--- src/rtl/tmr_pkg.sv ---
package tmr_pkg;
  localparam int ADDR_W = 3;
  localparam logic [ADDR_W-1:0] A_CTRL = 3'd0;
  localparam logic [ADDR_W-1:0] A_CNT  = 3'd1;
  localparam logic [ADDR_W-1:0] A_PER  = 3'd2;
  localparam logic [ADDR_W-1:0] A_STAT = 3'd3;
  localparam logic [ADDR_W-1:0] A_IEN  = 3'd4;
  localparam int FLG_N  = 2;
  localparam int F_OVF  = 0;
  localparam int F_CMP  = 1;
  localparam int C_RUN  = 0;
  localparam int C_WAVE = 1;
  localparam int C_COC  = 2;
endpackage

--- src/rtl/tmr_rst_sync.sv ---
module tmr_rst_sync #(
  parameter int STAGES = 2
) (
  input  logic clk,
  input  logic rst_n,
  output logic rst_n_s
);
  logic [STAGES-1:0] sh_q;

  always_ff @(posedge clk or negedge rst_n) begin
    if (!rst_n) sh_q <= '0;
    else        sh_q <= {sh_q[STAGES-2:0], 1'b1};
  end

  assign rst_n_s = sh_q[STAGES-1];
endmodule

--- src/rtl/tmr_regs.sv ---
module tmr_regs
  import tmr_pkg::*;
#(
  parameter int CNT_W   = 16,
  parameter bit CLR_ONE = 1'b0
) (
  input  logic              clk,
  input  logic              rst_n,
  input  logic              wr_en,
  input  logic [ADDR_W-1:0] wr_addr,
  input  logic [CNT_W-1:0]  wr_data,
  output logic              run,
  output logic              cyclic,
  output logic [CNT_W-1:0]  period,
  output logic [FLG_N-1:0]  ien
);
  logic             run_q, run_d, wave_q, wave_d, coc_q, coc_d;
  logic [CNT_W-1:0] per_q, per_d;
  logic [FLG_N-1:0] ien_q, ien_d;
  logic             ctrl_we, per_we, ien_we;

  assign ctrl_we = wr_en && (wr_addr == A_CTRL);
  assign per_we  = wr_en && (wr_addr == A_PER);
  assign ien_we  = wr_en && (wr_addr == A_IEN);

  always_comb begin
    run_d  = run_q;
    wave_d = wave_q;
    coc_d  = coc_q;
    per_d  = per_q;
    ien_d  = ien_q;
    if (ctrl_we) begin
      run_d  = wr_data[C_RUN];
      wave_d = wr_data[C_WAVE];
      coc_d  = wr_data[C_COC];
    end
    if (per_we) per_d = wr_data;
    if (ien_we) ien_d = wr_data[FLG_N-1:0];
  end

  always_ff @(posedge clk or negedge rst_n) begin
    if (!rst_n) begin
      run_q  <= 1'b0;
      wave_q <= 1'b0;
      coc_q  <= 1'b0;
      per_q  <= '1;
      ien_q  <= '0;
    end else begin
      run_q  <= run_d;
      wave_q <= wave_d;
      coc_q  <= coc_d;
      per_q  <= per_d;
      ien_q  <= ien_d;
    end
  end

  generate
    if (CLR_ONE) begin : g_always_cyc
      assign cyclic = 1'b1;
    end else begin : g_mode_cyc
      assign cyclic = wave_q | (~wave_q & coc_q);
    end
  endgenerate

  assign run    = run_q;
  assign period = per_q;
  assign ien    = ien_q;
endmodule

--- src/rtl/tmr_counter.sv ---
module tmr_counter #(
  parameter int CNT_W   = 16,
  parameter bit CLR_ONE = 1'b0
) (
  input  logic             clk,
  input  logic             rst_n,
  input  logic             run,
  input  logic             tick,
  input  logic             cyclic,
  input  logic [CNT_W-1:0] period,
  input  logic             ld_en,
  input  logic [CNT_W-1:0] ld_val,
  output logic [CNT_W-1:0] count,
  output logic             ovf_evt,
  output logic             cmp_evt
);
  localparam logic [CNT_W-1:0] RESTART = CLR_ONE ? CNT_W'(1) : '0;
  localparam logic [CNT_W-1:0] TOP     = '1;

  logic [CNT_W-1:0] cnt_q, cnt_d;
  logic             step, hit;

  assign step = run & tick & ~ld_en;
  assign hit  = cyclic & (cnt_q == period);

  always_comb begin
    cnt_d = cnt_q;
    if (ld_en)     cnt_d = ld_val;
    else if (step) cnt_d = hit ? RESTART : cnt_q + CNT_W'(1);
  end

  always_ff @(posedge clk or negedge rst_n) begin
    if (!rst_n) cnt_q <= '0;
    else        cnt_q <= cnt_d;
  end

  assign ovf_evt = step & ~hit & (cnt_q == TOP);
  assign cmp_evt = step & hit;
  assign count   = cnt_q;
endmodule

--- src/rtl/tmr_flags.sv ---
module tmr_flags #(
  parameter int N = 2
) (
  input  logic         clk,
  input  logic         rst_n,
  input  logic [N-1:0] set_evt,
  input  logic [N-1:0] clr_req,
  input  logic [N-1:0] ien,
  output logic [N-1:0] flags,
  output logic         irq
);
  logic [N-1:0] flg_q, flg_d;
  logic         irq_q, irq_d;

  generate
    for (genvar i = 0; i < N; i++) begin : g_flag
      always_comb flg_d[i] = set_evt[i] | (flg_q[i] & ~clr_req[i]);
    end
  endgenerate

  assign irq_d = |(flg_q & ien);

  always_ff @(posedge clk or negedge rst_n) begin
    if (!rst_n) begin
      flg_q <= '0;
      irq_q <= 1'b0;
    end else begin
      flg_q <= flg_d;
      irq_q <= irq_d;
    end
  end

  assign flags = flg_q;
  assign irq   = irq_q;
endmodule

--- src/rtl/cyc_timer.sv ---
module cyc_timer
  import tmr_pkg::*;
#(
  parameter int CNT_W   = 16,
  parameter bit CLR_ONE = 1'b0
) (
  input  logic              clk,
  input  logic              rst_n,
  input  logic              tick_i,
  input  logic              wr_en_i,
  input  logic [ADDR_W-1:0] wr_addr_i,
  input  logic [CNT_W-1:0]  wr_data_i,
  output logic [CNT_W-1:0]  count_o,
  output logic              ovf_flag_o,
  output logic              cmp_flag_o,
  output logic              irq_o
);
  logic             rst_n_s;
  logic             run, cyclic, ld_en, stat_we, ovf_evt, cmp_evt;
  logic [CNT_W-1:0] period;
  logic [FLG_N-1:0] ien, evts, clr_req, flags;

  tmr_rst_sync #(.STAGES(2)) u_rst (
    .clk(clk), .rst_n(rst_n), .rst_n_s(rst_n_s)
  );

  tmr_regs #(.CNT_W(CNT_W), .CLR_ONE(CLR_ONE)) u_regs (
    .clk(clk), .rst_n(rst_n_s), .wr_en(wr_en_i), .wr_addr(wr_addr_i),
    .wr_data(wr_data_i), .run(run), .cyclic(cyclic), .period(period), .ien(ien)
  );

  assign ld_en   = wr_en_i && (wr_addr_i == A_CNT);
  assign stat_we = wr_en_i && (wr_addr_i == A_STAT);

  tmr_counter #(.CNT_W(CNT_W), .CLR_ONE(CLR_ONE)) u_cnt (
    .clk(clk), .rst_n(rst_n_s), .run(run), .tick(tick_i), .cyclic(cyclic),
    .period(period), .ld_en(ld_en), .ld_val(wr_data_i), .count(count_o),
    .ovf_evt(ovf_evt), .cmp_evt(cmp_evt)
  );

  always_comb begin
    evts           = '0;
    evts[F_OVF]    = ovf_evt;
    evts[F_CMP]    = cmp_evt;
    clr_req        = {FLG_N{stat_we}} & ~wr_data_i[FLG_N-1:0];
  end

  tmr_flags #(.N(FLG_N)) u_flags (
    .clk(clk), .rst_n(rst_n_s), .set_evt(evts), .clr_req(clr_req),
    .ien(ien), .flags(flags), .irq(irq_o)
  );

  assign ovf_flag_o = flags[F_OVF];
  assign cmp_flag_o = flags[F_CMP];
endmodule

--- config.mk ---
export PLATFORM = sky130hd
export DESIGN_NAME = cyc_timer
export DESIGN_NICKNAME = d
export VERILOG_FILES = /design/src/rtl/tmr_pkg.sv /design/src/rtl/tmr_rst_sync.sv /design/src/rtl/tmr_regs.sv /design/src/rtl/tmr_counter.sv /design/src/rtl/tmr_flags.sv /design/src/rtl/cyc_timer.sv
export SDC_FILE = /design/constraint.sdc
export NUM_CORES = 1
export LEC_CHECK = 0
export ABC_AREA = 1
export BUFFER_PORTS_ARGS = -buffer_cell sky130_fd_sc_hd__buf_2
export CAP_MARGIN = 30
export CORE_MARGIN = 2
export CORE_UTILIZATION = 50
export DETAILED_ROUTE_END_ITERATION = 12
export GPL_TIMING_DRIVEN = 0
export PLACE_DENSITY_LB_ADDON = 0.25
export SLEW_MARGIN = 20
export SYNTH_ARGS = -nofsm -noshare
export SYNTH_HDL_FRONTEND = slang
export SYNTH_HIERARCHICAL = 1
export SYNTH_SLANG_ARGS = --single-unit
--- constraint.sdc ---
create_clock -name clk -period 3.15 [get_ports clk]
set_input_delay 0.4725 -clock clk [delete_from_list [all_inputs] [get_ports clk]]
set_output_delay 0.4725 -clock clk [all_outputs]
set_load 0.005 [all_outputs]
==> flow_summary.json <==
{
  "post_cts_resized": 0,
  "cp_common_cell": "nand2_1",
  "syn_to_final_growth_pct": 16.57,
  "io_pins": 42,
  "clkTransAtPathRegs_ns": 0.08,
  "cp.required_ns": 3.35,
  "cp_data_arrival_time_ns": 1.92,
  "synthArstFlopShare_pct": 100.0,
  "fin_crit_ns": 1.718,
  "place_ws_ns": 1.186,
  "fmaxAchievable_ghz": 0.5820,
  "multiInputGateArea_mm2": 0.001346,
  "grt_pass1_wl_um": 11720,
  "seqCellArea_mm2": 0.001072,
  "outcome": "finished, final reports clean",
  "synth_common_cells": "nand2_1, inv_1, nand3_1",
  "avgSynthCellArea_um2": 6.922,
  "design_area_mm2": 0.003107,
  "critical_path_buf_inv_count": 3,
  "dieArea_mm2": 0.005930,
  "viasPerCell": 5.160,
  "antenna_found_initial": 0,
  "yosysUniqueCellTypes": 36,
  "gp_congestion": 0.9438,
  "maxSlewViolCount": 0,
  "period_share_pct": 54.55,
  "cp_top_family": "simple AND/OR/NAND/NOR gates",
  "fillers": 496,
  "worst_pin_slew_ns": 0.6219,
  "cts_buffer_depth": 2,
  "max_slew_margin_pct": 58.39,
  "drive_gt1_share_pct": 23.39,
  "max_cap_viol_count": 0,
  "post_cts_buffers": 0,
  "p_leak_nw": 1.622,
  "clockRootBuffer": "clkbuf_8",
  "vias": 2611,
  "rsz0062_at_grt": "false",
  "crit_chain": "inv_1 -> nand2_1 -> nand2_1 -> nor2_1 -> nand2_1 -> nor2_1 -> nand3_2 -> nand4_1 -> inv_1 -> inv_1 -> nand2_1",
  "crit_type": "reg -> reg",
  "worst_slack_ns": 1.432,
  "io_buffers": 41,
  "dp_cells": 497,
  "setup_tns_ns": 0,
  "peakVddDrop_mv": 0.2769,
  "final_nets": 459,
  "syn_area_mm2": 0.002665,
  "critPathMaxStageDelay_ns": 0.55,
  "synthTopCellsByArea": "dfrtp_1, nand2_1, dfstp_2",
  "first_pass_iters": 5,
  "clock-sinks": 42,
  "yosys_warnings": 6,
  "wl_per_cell_um": 13.83,
  "drt-initial-drc-count": 152,
  "fin_worst_skew_ns": 0.004851,
  "power_density_mw_per_mm2": 674.7,
  "die_w_um": 77.01,
  "postPlaceCellArea_mm2": 0.002987,
  "grt_use_total_pct": 25.35,
  "core_mm2": 0.005140,
  "dieHeight_um": 77.01,
  "n_antenna_cell": 0,
  "synth_edf_count": 0,
  "whs_ns": 0.2139,
  "synthFlopType": "dfrtp_1",
  "critPathLaunchType": "flip-flop",
  "syn_nets": 409,
  "postRouteAntennaNets": 0,
  "final_cells": 506,
  "hold_buffers": 1,
  "grt_remaining_overflow": 0,
  "crit_path_end_kind": "flip-flop",
  "r2r-start": "u_regs/period[5]",
  "drc_errors": 0,
  "cts_tree": "done",
  "hold_viol": 0,
  "clk-insertion-delay-late_ns": 0.31,
  "cp_max_fo": 10,
  "rows": 26,
  "start_util_pct": 51.85,
  "htree_levels": 2,
  "ys_seq_elements": 42,
  "drt_wl_total_um": 6999,
  "dp_hpwl_um": 5257,
  "grt_max_degree": 25,
  "first_global_vias": 2451,
  "setup-violations-final": 0,
  "synthCells": 385,
  "yosysTopAreaCellShare_pct": 24.41,
  "yosysSeqAreaShare_pct": 40.19,
  "crit_start": "u_regs/period[5]",
  "hp-class": "reg -> async",
  "critPathSlowestCell": "dfstp_2",
  "yosys.area.top_type": "dfrtp_1",
  "synth.most_common_cell": "nand2_1",
  "cts_made_buffers": 5
}
flip-flops by register name, indices dropped and copies added (netlist names):
name,flops
u_regs/run,1
u_regs/period,16
u_regs/ien,2
u_rst/sh_q,2
u_cnt/count,16
u_regs/wave_q,1
u_regs/coc_q,1
u_flags/irq,1
u_flags/flags,2
per-layer routing:
layer  track usage (%)  vias up  share of wire (%)
met3             6.588        9                7.1
li1                  -     1306                  -
met5                 0        -                  0
met1             33.26     1200                 45
met2             41.49       96                 46
met4             7.321        0                1.4
final timing paths:
check	depth (start not counted)	slack [ns]	end
max	11	1.43	u_flags/flags[0]
min	0	0.21	u_cnt/count[10]
max reg2reg	11	1.43	u_flags/flags[0]
min reg2reg	0	0.21	u_cnt/count[10]
max in group asynchronous	1	2.39	u_regs/period[4]
min in group clk	0	0.36	u_rst/sh_q[1]
through the flow:
step                      power [mW]  util (%)
after floorplan                1.396         -
after global placement         1.631     57.55
after detailed placement       1.658     58.11
after CTS                      2.104     60.44
after global routing           2.268     60.44
final                          2.096     60.44
where the power goes:
part	total (mW)	switching (mW)	leakage [nW]	internal, mW
Sequential	0.864	0.164	0.484	0.699
Combinational	0.796	0.475	1.09	0.321
Clock	0.437	0.200	0.0514	0.237
Total	2.10	0.840	1.62	1.26
kinds of logic (layout without fill, tap and decap cells):
group                    count (synthesis)  count (layout)  synth area share [%]
AO/OA/AOI/OAI                           36              36                 8.310
XOR/XNOR                                 6               6                 1.972
adder cells (fa/ha/maj)                  1               1                0.4694
buffers and inverters                   60             111                 9.295
flip-flops                              42              42                 40.19
other                                    1               1                0.1407
AND/OR/NAND/NOR                        239             239                 39.62
cells in the final DEF (no fill, tap or decap), drive strengths merged, types with 4 or more instances in the layout:
cell type  netlist  final
buf              7     49
clkbuf           0      6
dfrtp           26     26
dfstp           16     16
inv             53     53
nand2          151    151
nand3           39     39
nand4            5      5
nor2            33     33
nor3             5      5
o21ai           22     22
o21bai           7      7
xor2             4      4
layout make-up:
class                           count  area share, %
Buffer                              7          1.571
Inverter                           53          6.404
Tap cell                           70          2.819
Clock inverter                      2          1.208
Timing Repair Buffer               43          7.813
Multi-Input combinational cell    283          43.33
Sequential cell                    42          34.51
Clock buffer                        6          2.336
No activity file was read; power rests on OpenSTA's default activity.
